<file path="config.mk">
export PLATFORM = sky130hd
export DESIGN_NAME = cksum_alu_unit
export DESIGN_NICKNAME = d
export VERILOG_FILES = /design/src/rtl/cksum_alu_pkg.sv /design/src/rtl/alu_core.sv /design/src/rtl/alu_stage.sv /design/src/rtl/cksum_acc.sv /design/src/rtl/cksum_alu_unit.sv
export SDC_FILE = /design/constraint.sdc
export NUM_CORES = 1
export LEC_CHECK = 0
export ABC_CLOCK_PERIOD_IN_PS = 6900
export BUFFER_PORTS_ARGS = -buffer_cell sky130_fd_sc_hd__buf_4
export CAP_MARGIN = 20
export CORE_MARGIN = 2
export CORE_UTILIZATION = 30
export DETAILED_ROUTE_END_ITERATION = 16
export GPL_ROUTABILITY_DRIVEN = 0
export GPL_TIMING_DRIVEN = 0
export MAX_ROUTING_LAYER = met4
export PLACE_DENSITY = 0.56
export REMOVE_ABC_BUFFERS = 1
export SETUP_SLACK_MARGIN = 0.3
export SYNTH_ARGS = -nofsm -noshare
export SYNTH_HDL_FRONTEND = slang
export SYNTH_SLANG_ARGS = --single-unit
</file>
<file path="constraint.sdc">
create_clock -name clk -period 6.9 [get_ports clk]
set_input_delay 0.345 -clock clk [delete_from_list [all_inputs] [get_ports clk]]
set_output_delay 0.345 -clock clk [all_outputs]
set_load 0.03 [all_outputs]
</file>
<file path="src/rtl/cksum_alu_pkg.sv">
package cksum_alu_pkg;

    typedef enum logic [1:0] {
        OP_ADD  = 2'b00,
        OP_SUB  = 2'b01,
        OP_CADD = 2'b10,
        OP_PASS = 2'b11
    } alu_op_e;

    typedef enum logic [1:0] {
        ACC_EMPTY  = 2'b00,
        ACC_SUM    = 2'b01,
        ACC_REPORT = 2'b10
    } acc_state_e;

endpackage

</file>
<file path="src/rtl/alu_core.sv">
module alu_core
    import cksum_alu_pkg::*;
#(
    parameter int DATA_W = 16
) (
    input  alu_op_e           op,
    input  logic [DATA_W-1:0] a,
    input  logic [DATA_W-1:0] b,
    output logic [DATA_W-1:0] y
);
    localparam int WIDE_W = DATA_W + 1;

    logic [WIDE_W-1:0] wide_sum;
    logic [DATA_W-1:0] folded;

    // End-around carry: a carry out means the low part is at most 2^W-2,
    // so adding it back once cannot carry again.
    always_comb begin
        wide_sum = {1'b0, a} + {1'b0, b};
        folded   = wide_sum[DATA_W-1:0] + {{(DATA_W-1){1'b0}}, wide_sum[DATA_W]};
    end

    always_comb begin
        unique case (op)
            OP_ADD:  y = wide_sum[DATA_W-1:0];
            OP_SUB:  y = a - b;
            OP_CADD: y = folded;
            OP_PASS: y = a;
            default: y = a;
        endcase
    end

endmodule

</file>
<file path="src/rtl/alu_stage.sv">
module alu_stage
    import cksum_alu_pkg::*;
#(
    parameter int DATA_W = 16
) (
    input  logic              clk,
    input  logic              rst_n,
    input  logic              in_valid,
    input  alu_op_e           op,
    input  logic [DATA_W-1:0] a,
    input  logic [DATA_W-1:0] b,
    output logic [DATA_W-1:0] res_q,
    output logic              res_valid
);
    logic [DATA_W-1:0] comb_y;

    alu_core #(.DATA_W(DATA_W)) u_core (
        .op (op),
        .a  (a),
        .b  (b),
        .y  (comb_y)
    );

    always_ff @(posedge clk or negedge rst_n) begin
        if (!rst_n) begin
            res_q     <= '0;
            res_valid <= 1'b0;
        end else begin
            res_valid <= in_valid;
            if (in_valid) begin
                res_q <= comb_y;
            end
        end
    end

    assert_valid_lag_R5: assert property (@(posedge clk) disable iff (!rst_n)
        in_valid |=> res_valid);

    assert_idle_lag_R5: assert property (@(posedge clk) disable iff (!rst_n)
        !in_valid |=> !res_valid);

    assert_hold_R5: assert property (@(posedge clk) disable iff (!rst_n)
        !in_valid |=> $stable(res_q));

endmodule

</file>
<file path="src/rtl/cksum_acc.sv">
module cksum_acc
    import cksum_alu_pkg::*;
#(
    parameter int DATA_W    = 16,
    parameter int PKT_WORDS = 3
) (
    input  logic              clk,
    input  logic              rst_n,
    input  logic              clear,
    input  logic              push,
    input  logic [DATA_W-1:0] word,
    input  logic              done,
    output logic [DATA_W-1:0] sum,
    output logic              pkt_done,
    output logic              pkt_ok
);
    localparam int CNT_W = $clog2(PKT_WORDS + 2);
    localparam logic [CNT_W-1:0] CNT_SAT  = CNT_W'(PKT_WORDS + 1);
    localparam logic [CNT_W-1:0] CNT_GOOD = CNT_W'(PKT_WORDS);
    localparam logic [CNT_W-1:0] CNT_ONE  = CNT_W'(1);

    acc_state_e        state_q, state_n;
    logic [DATA_W-1:0] sum_q, sum_n;
    logic [CNT_W-1:0]  cnt_q, cnt_n;
    logic [DATA_W-1:0] folded_sum;
    logic [CNT_W-1:0]  cnt_inc;
    logic              sum_is_zero;

    alu_core #(.DATA_W(DATA_W)) u_fold (
        .op (OP_CADD),
        .a  (sum_q),
        .b  (word),
        .y  (folded_sum)
    );

    assign cnt_inc = (cnt_q == CNT_SAT) ? cnt_q : cnt_q + CNT_ONE;

    // State register
    always_ff @(posedge clk or negedge rst_n) begin
        if (!rst_n) begin
            state_q <= ACC_EMPTY;
            sum_q   <= '0;
            cnt_q   <= '0;
        end else begin
            state_q <= state_n;
            sum_q   <= sum_n;
            cnt_q   <= cnt_n;
        end
    end

    // Next state
    always_comb begin
        state_n = state_q;
        sum_n   = sum_q;
        cnt_n   = cnt_q;
        if (clear) begin
            state_n = ACC_EMPTY;
            sum_n   = '0;
            cnt_n   = '0;
        end else begin
            unique case (state_q)
                ACC_EMPTY, ACC_SUM: begin
                    if (push) begin
                        sum_n   = folded_sum;
                        cnt_n   = cnt_inc;
                        state_n = ACC_SUM;
                    end
                    if (done) begin
                        state_n = ACC_REPORT;
                    end
                end
                ACC_REPORT: begin
                    if (push) begin
                        sum_n   = word;
                        cnt_n   = CNT_ONE;
                        state_n = ACC_SUM;
                    end else begin
                        sum_n   = '0;
                        cnt_n   = '0;
                        state_n = ACC_EMPTY;
                    end
                end
                default: begin
                    state_n = ACC_EMPTY;
                    sum_n   = '0;
                    cnt_n   = '0;
                end
            endcase
        end
    end

    // Outputs
    always_comb begin
        sum_is_zero = (sum_q == '0) || (sum_q == '1);
        sum         = sum_q;
        pkt_done    = (state_q == ACC_REPORT);
        pkt_ok      = pkt_done && sum_is_zero && (cnt_q == CNT_GOOD);
    end

    assert_report_single_R8: assert property (@(posedge clk) disable iff (!rst_n)
        pkt_done |=> !pkt_done);

    assert_report_after_done_R8: assert property (@(posedge clk) disable iff (!rst_n)
        pkt_done |-> $past(done));

    assert_ok_in_report_R9: assert property (@(posedge clk) disable iff (!rst_n)
        pkt_ok |-> pkt_done);

    assert_clear_empties_R10: assert property (@(posedge clk) disable iff (!rst_n)
        clear |=> (sum == '0 && !pkt_done));

    assert_drain_zero_R11: assert property (@(posedge clk) disable iff (!rst_n)
        (pkt_done && !push) |=> (sum == '0));

endmodule

</file>
<file path="src/rtl/cksum_alu_unit.sv">
module cksum_alu_unit
    import cksum_alu_pkg::*;
#(
    parameter int DATA_W    = 16,
    parameter int PKT_WORDS = 3
) (
    input  logic              clk,
    input  logic              rst_n,
    input  logic              in_valid,
    input  logic [1:0]        op_sel,
    input  logic [DATA_W-1:0] opnd_a,
    input  logic [DATA_W-1:0] opnd_b,
    output logic [DATA_W-1:0] res_q,
    output logic              res_valid,
    input  logic              acc_clear,
    input  logic              acc_push,
    input  logic [DATA_W-1:0] acc_word,
    input  logic              acc_done,
    output logic [DATA_W-1:0] acc_sum,
    output logic              pkt_done,
    output logic              pkt_ok
);
    alu_op_e op_dec;
    assign op_dec = alu_op_e'(op_sel);

    alu_stage #(.DATA_W(DATA_W)) u_stage (
        .clk       (clk),
        .rst_n     (rst_n),
        .in_valid  (in_valid),
        .op        (op_dec),
        .a         (opnd_a),
        .b         (opnd_b),
        .res_q     (res_q),
        .res_valid (res_valid)
    );

    cksum_acc #(.DATA_W(DATA_W), .PKT_WORDS(PKT_WORDS)) u_acc (
        .clk      (clk),
        .rst_n    (rst_n),
        .clear    (acc_clear),
        .push     (acc_push),
        .word     (acc_word),
        .done     (acc_done),
        .sum      (acc_sum),
        .pkt_done (pkt_done),
        .pkt_ok   (pkt_ok)
    );

endmodule

</file>
Word-level counts from Yosys, hierarchy flattened
Cells that the tools add are included.
{"block": "classes", "addsub": 6, "n_eq_ne": 11, "mux": 15, "n_reduce_logical": 8}
{"cell": "case mux 16 bit (4 select lines)", "n": 1}
{"cell": "two-way mux 16 bit", "n": 3}
{"cell": "adder 16 x 16 -> 17 bit", "n": 2}
{"cell": "adder 16 x 1 -> 16 bit", "n": 2}
{"cell": "case mux 16 bit (2 select lines)", "n": 1}
{"cell": "equality test 16 bit, second input constant", "n": 1}
{"cell": "logical NOT 16 bit", "n": 1}
{"cell": "subtractor 16 bit", "n": 1}
{"cell": "two-way mux 3 bit", "n": 3}
{"cell": "equality test 2 bit, second input constant", "n": 3}
{"cell": "two-way mux 2 bit", "n": 3}
{"cell": "!= test 3 bit, second input constant", "n": 2}
{"cell": "case mux 3 bit (2 select lines)", "n": 1}
{"cell": "equality test 2 x 1 -> 1 bit, second input constant", "n": 2}
{"cell": "logical NOT 2 bit", "n": 2}
{"cell": "!= test 4 bit, second input constant", "n": 1}
{"cell": "case mux 2 bit (2 select lines)", "n": 1}
{"cell": "adder 3 x 1 -> 3 bit, second input constant", "n": 1}
{"cell": "equality test 3 x 2 -> 1 bit, second input constant", "n": 1}
{"cell": "equality test 3 bit, second input constant", "n": 1}
{"cell": "logical AND 1 bit", "n": 2}
{"cell": "two-way mux 1 bit", "n": 2}
{"cell": "AND reduction 2 bit", "n": 1}
{"cell": "OR reduction 2 bit", "n": 1}
{"cell": "logical OR 1 bit", "n": 1}
{"block": "word_totals", "register_bits": 38, "out_inout_bits": 35}

Logic depth before layout (Yosys ltp)
{"block": "logic_depth", "depth_word": 5, "ltp_mapped": 22, "ltp_nobuf": 22}

Cells and area by module
Synthesis repeated with hierarchy kept, for this count alone.
{"block": "hier_totals", "cells_unflattened": 762, "hier_area_um2": 6143.4}
{"module": "alu_core", "n_inst": 2, "cells_per_inst": 299, "area_each_um2": 2120.8, "seq_area_each_um2": 0.0}
{"module": "cksum_acc", "n_inst": 1, "cells_per_inst": 129, "area_each_um2": 1227.4, "seq_area_each_um2": 525.5}
{"module": "alu_stage", "n_inst": 1, "cells_per_inst": 35, "area_each_um2": 674.4, "seq_area_each_um2": 425.4}

Worst setup path before layout
Ideal clock, no wire load.
{"block": "synth_timing", "path_type": "flip-flop to flip-flop", "start": "reg u_acc.sum_q[0] (netlist: u_acc.sum[0])", "end": "reg u_acc.sum_q[15] (netlist: u_acc.sum[15])", "arrival_ns": 4.029, "t_required_ns": 6.773, "setup_slack_ns": 2.744, "stages_incl_launch_ff": 22, "path_buffers": 0, "cell_sequence": "dfrtp_1 > ha_1 > inv_1 > fa_1 > nor2b_1 > o21a_1 > o21a_1 > o21ai_1 > a31oi_1 > a21o_1 > a21oi_1 > o21bai_1 > a21o_1 > ha_1 > nor2b_1 > and2_1 > nand4_1 > nor4_1 > nand4b_1 > nor4_1 > xnor2_1 > o21ai_1"}
{"block": "synth_via", "elab_chain_len": 5}
{"item": "start: declaration", "line": "cksum_acc.sv:23", "rtl": "logic [DATA_W-1:0] sum_q, sum_n;"}
{"item": "start signal: assignment", "line": "cksum_acc.sv:46", "rtl": "sum_q <= sum_n;"}
{"item": "adder 16 x 16 -> 17 bit", "line": "alu_core.sv:19", "rtl": "wide_sum = {1'b0, a} + {1'b0, b};"}
{"item": "adder 16 x 1 -> 16 bit", "line": "alu_core.sv:20", "rtl": "folded = wide_sum[DATA_W-1:0] + {{(DATA_W-1){1'b0}}, wide_sum[DATA_W]};"}
{"item": "two-way mux 16 bit", "line": "cksum_acc.sv:63", "rtl": "if (push) begin"}
{"item": "case mux 16 bit (2 select lines)", "line": "cksum_acc.sv:61", "rtl": "unique case (state_q)"}
{"item": "two-way mux 16 bit", "line": "cksum_acc.sv:56", "rtl": "if (clear) begin"}
No other way between the ends. The select of a mux whose other input is x is not followed.
A chain may end at the register's enable or synchronous reset.

Worst setup path after layout
Ends and elaborated chain as after synthesis.

==> impl_metrics.json <==
{
  "status": "finished, final reports clean",
  "final.period_utilization": 0.6981,
  "hold_violations": 0,
  "cts_tree": "yes",
  "finish.utilization": 0.3723,
  "start_util": 0.3062,
  "final_antenna_net_count": 0,
  "io_buffers": 90,
  "post_cts_buffers": 0,
  "num-fill-cells": 1670,
  "die_area_sq_um": 17250,
  "core.rowCount": 46,
  "yosys_register_bits": 38,
  "synth-edff-count": 0,
  "tns_ns": 0,
  "start_kind": "flop",
  "antenna_cells": 0,
  "root_buffer": "clkbuf_16",
  "worstPathRequired_ns": 7.06,
  "dieHeight_um": 131.3,
  "drv_slew": 0,
  "ir_drop_mv": 0.08663,
  "seq_area_sq_um": 950.9,
  "synthFlopType": "dfrtp_1",
  "die_x_um": 131.3,
  "rr_startpoint": "u_acc.sum[0]$_DFFE_PN0P_",
  "coreArea_sq_um": 15890,
  "wirelength_um": 13580,
  "ff2ff_path_depth": 21,
  "cts.htree.levels": 2,
  "switching_power_mw": 0.4762,
  "powerDensity_nw_per_um2": 194.7,
  "cts_sinks": 38,
  "r2r_slack_ns": 2.08,
  "arrival_ns": 4.98,
  "detail_route.iter0.violations": 313,
  "drc_errors": 0,
  "rsz0062_at_grt": "no",
  "dr.pass1.iters": 4,
  "ys_types": 75,
  "numCtsBuffers": 5,
  "wl_per_cell_um": 15.14,
  "critical_path_class": "reg -> reg",
  "async_flop_share": 1.000,
  "p_int_mw": 0.6756,
  "dp.cells": 889,
  "synth_warnings": 0,
  "combinationalPowerShare": 0.516,
  "clockBufferDepth": 2,
  "num_vias": 4684,
  "hold-worst-slack_ns": 0.01404,
  "worstHoldPathType": "in -> async",
  "grt_max_degree": 39,
  "synthTopCellsByArea": "dfrtp_1 20%, ha_1 14%, xnor2_1 7.2%",
  "antenna_found_initial": 0,
  "syn_avg_cell_area_sq_um": 8.079,
  "area_delta_synth_final_pct": 21.61,
  "netlist_area_sq_um": 4863,
  "worst_pin_slew_ns": 1.122,
  "grt_overflow": 0,
  "drv_cap": 0,
  "hpwl_um": 11110,
  "p_sw_frac": 0.4134,
  "final_common_cell": "buf_4",
  "timing.rr.end": "u_acc.sum[15]$_DFFE_PN0P_",
  "grt_pass1_wl_um": 22010,
  "multi_input_area_sq_um": 3652,
  "final_cell_mix": "91 x buf_4, 54 x ha_1, 44 x a21oi_1, 44 x inv_1, 40 x xnor2_1",
  "p_seq_frac": 0.250,
  "drive_gt1_frac": 0.1850,
  "synth_top_cell_area_share": 0.1955,
  "end_kind": "flop",
  "p_leak_nw": 2.593,
  "p_clk_frac": 0.233,
  "grt_pass1_vias": 4570,
  "ctsHoldBuffers": 0,
  "nNetsFinal": 793,
  "final_cells": 897,
  "max_slew_margin": 0.2454,
  "crit_fanout": 5,
  "fin_crit_ns": 4.817,
  "setup-violations-final": 0,
  "synth_top_area_cell": "dfrtp_1",
  "seq_area_frac_synth": 0.1955,
  "cts.clk_slew.worst_paths_ns": 0.06,
  "routed_via_density": 5.222,
  "grt_use_total": 0.1577,
  "io_pins": 91,
  "max_freq_ghz": 0.2076,
  "cts_resized": 0,
  "syn_inst": 602,
  "worstSkewPairLatency_ns": 0.29,
  "fin_skew_ns": 0.007380
}
[through the flow]
stage	power, mW	setup WS, ns	area, sq um
global route	1.233	1.641	5914
floorplan	0.7021	2.744	4775
finish	1.152	2.083	5914
global placement	0.8743	2.219	5720
detailed placement	0.8880	2.143	5744
CTS	1.162	2.108	5914
[power groups by stage]
stage | Combinational, mW | Sequential, mW | Clock [mW]
after global routing | 0.651 | 0.295 | 0.287
after global placement | 0.582 | 0.292 | 0
after detailed placement | 0.594 | 0.294 | 0
after floorplan | 0.359 | 0.343 | 0
final | 0.595 | 0.288 | 0.269
after CTS | 0.596 | 0.290 | 0.277
[state kept, by name, summed over array words and instances (netlist names)]
signal / flops
u_acc.cnt_q: 3
u_stage.res_valid: 1
u_acc.state_q: 2
u_acc.sum: 16
u_stage.res_q: 16
[cells by family (layout without fill, tap and decap cells)]
logic type	count (synthesis)	in the layout	share of synthesized area
flip-flops	38	38	0.1955
AND/OR/NAND/NOR	190	190	0.2148
AO/OA/AOI/OAI	183	183	0.2557
buffers and inverters	68	147	0.05454
XOR/XNOR	59	59	0.1078
multiplexers	7	7	0.02032
adder cells (fa/ha/maj)	57	57	0.1513
[worst max path at each step]
stage | from | to | slack (ns) | depth (start not counted)
2_1_floorplan | u_acc.sum[0]$_DFFE_PN0P_ | u_acc.sum[15]$_DFFE_PN0P_ | 2.74 | 21
3_3_place_gp | u_acc.sum[0]$_DFFE_PN0P_ | u_acc.sum[15]$_DFFE_PN0P_ | 2.22 | 21
3_5_place_dp | u_acc.sum[0]$_DFFE_PN0P_ | u_acc.sum[15]$_DFFE_PN0P_ | 2.14 | 21
4_1_cts | u_acc.sum[0]$_DFFE_PN0P_ | u_acc.sum[15]$_DFFE_PN0P_ | 2.11 | 21
5_1_grt | u_acc.sum[0]$_DFFE_PN0P_ | u_acc.sum[12]$_DFFE_PN0P_ | 1.64 | 22
6_report | u_acc.sum[0]$_DFFE_PN0P_ | u_acc.sum[15]$_DFFE_PN0P_ | 2.08 | 21
[cells in the mapped netlist, types with 3 or more instances]
master and number:
nor3b_1 4, ha_1 54, o21bai_1 6, o211ai_1 14
a21oi_1 44, nand4_1 13, and4_1 3, mux2_2 3
nor2b_1 16, o21a_1 6, o21ai_0 38, or3_1 5
nand2_1 39, a22oi_1 7, nor2_1 38, nand2b_1 12
buf_2 5, dfrtp_1 38, nor4_1 13, nor3_1 16
a211oi_1 5, clkbuf_1 14, xnor2_1 40, xor2_1 18
o21ai_1 6, a22o_1 12, a31oi_1 5, inv_1 44
a21o_1 11, fa_1 3, and2_1 4, nand3_1 9
[routing by layer]
layer,vias to the layer above,global-route usage,share of wire
li1,2350,-,-
met1,2199,0.1858,0.44
met2,119,0.2792,0.49
met3,16,0.02315,0.051
met4,0,0.04589,0.018
met5,-,-,0
[cell type report]
type,instances,share of cell area
timing repair buffer,92,0.1174
multi-input combinational,496,0.6175
tap,216,0.04569
sequential,38,0.1608
clock buffer,5,0.02116
clock inverter,3,0.007616
inverter,47,0.02983
[worst max-delay path: stages, from the launching register on]
cell and delay [ns]:
dfrtp_1 0.43, ha_1 0.21, inv_1 0.06, fa_1 0.41
nor2b_1 0.14, o21a_1 0.17, o21a_1 0.18, o21ai_1 0.12
a31oi_1 0.33, a21o_1 0.17, a21oi_1 0.06, o21bai_1 0.13
a21o_1 0.20, ha_1 0.16, nor2b_1 0.22, and2_1 0.22
nand4_1 0.13, nor4_1 0.47, nand4b_1 0.31, nor4_1 0.31
xnor2_1 0.17, o21ai_1 0.08
No activity file was read; power rests on OpenSTA's default activity.
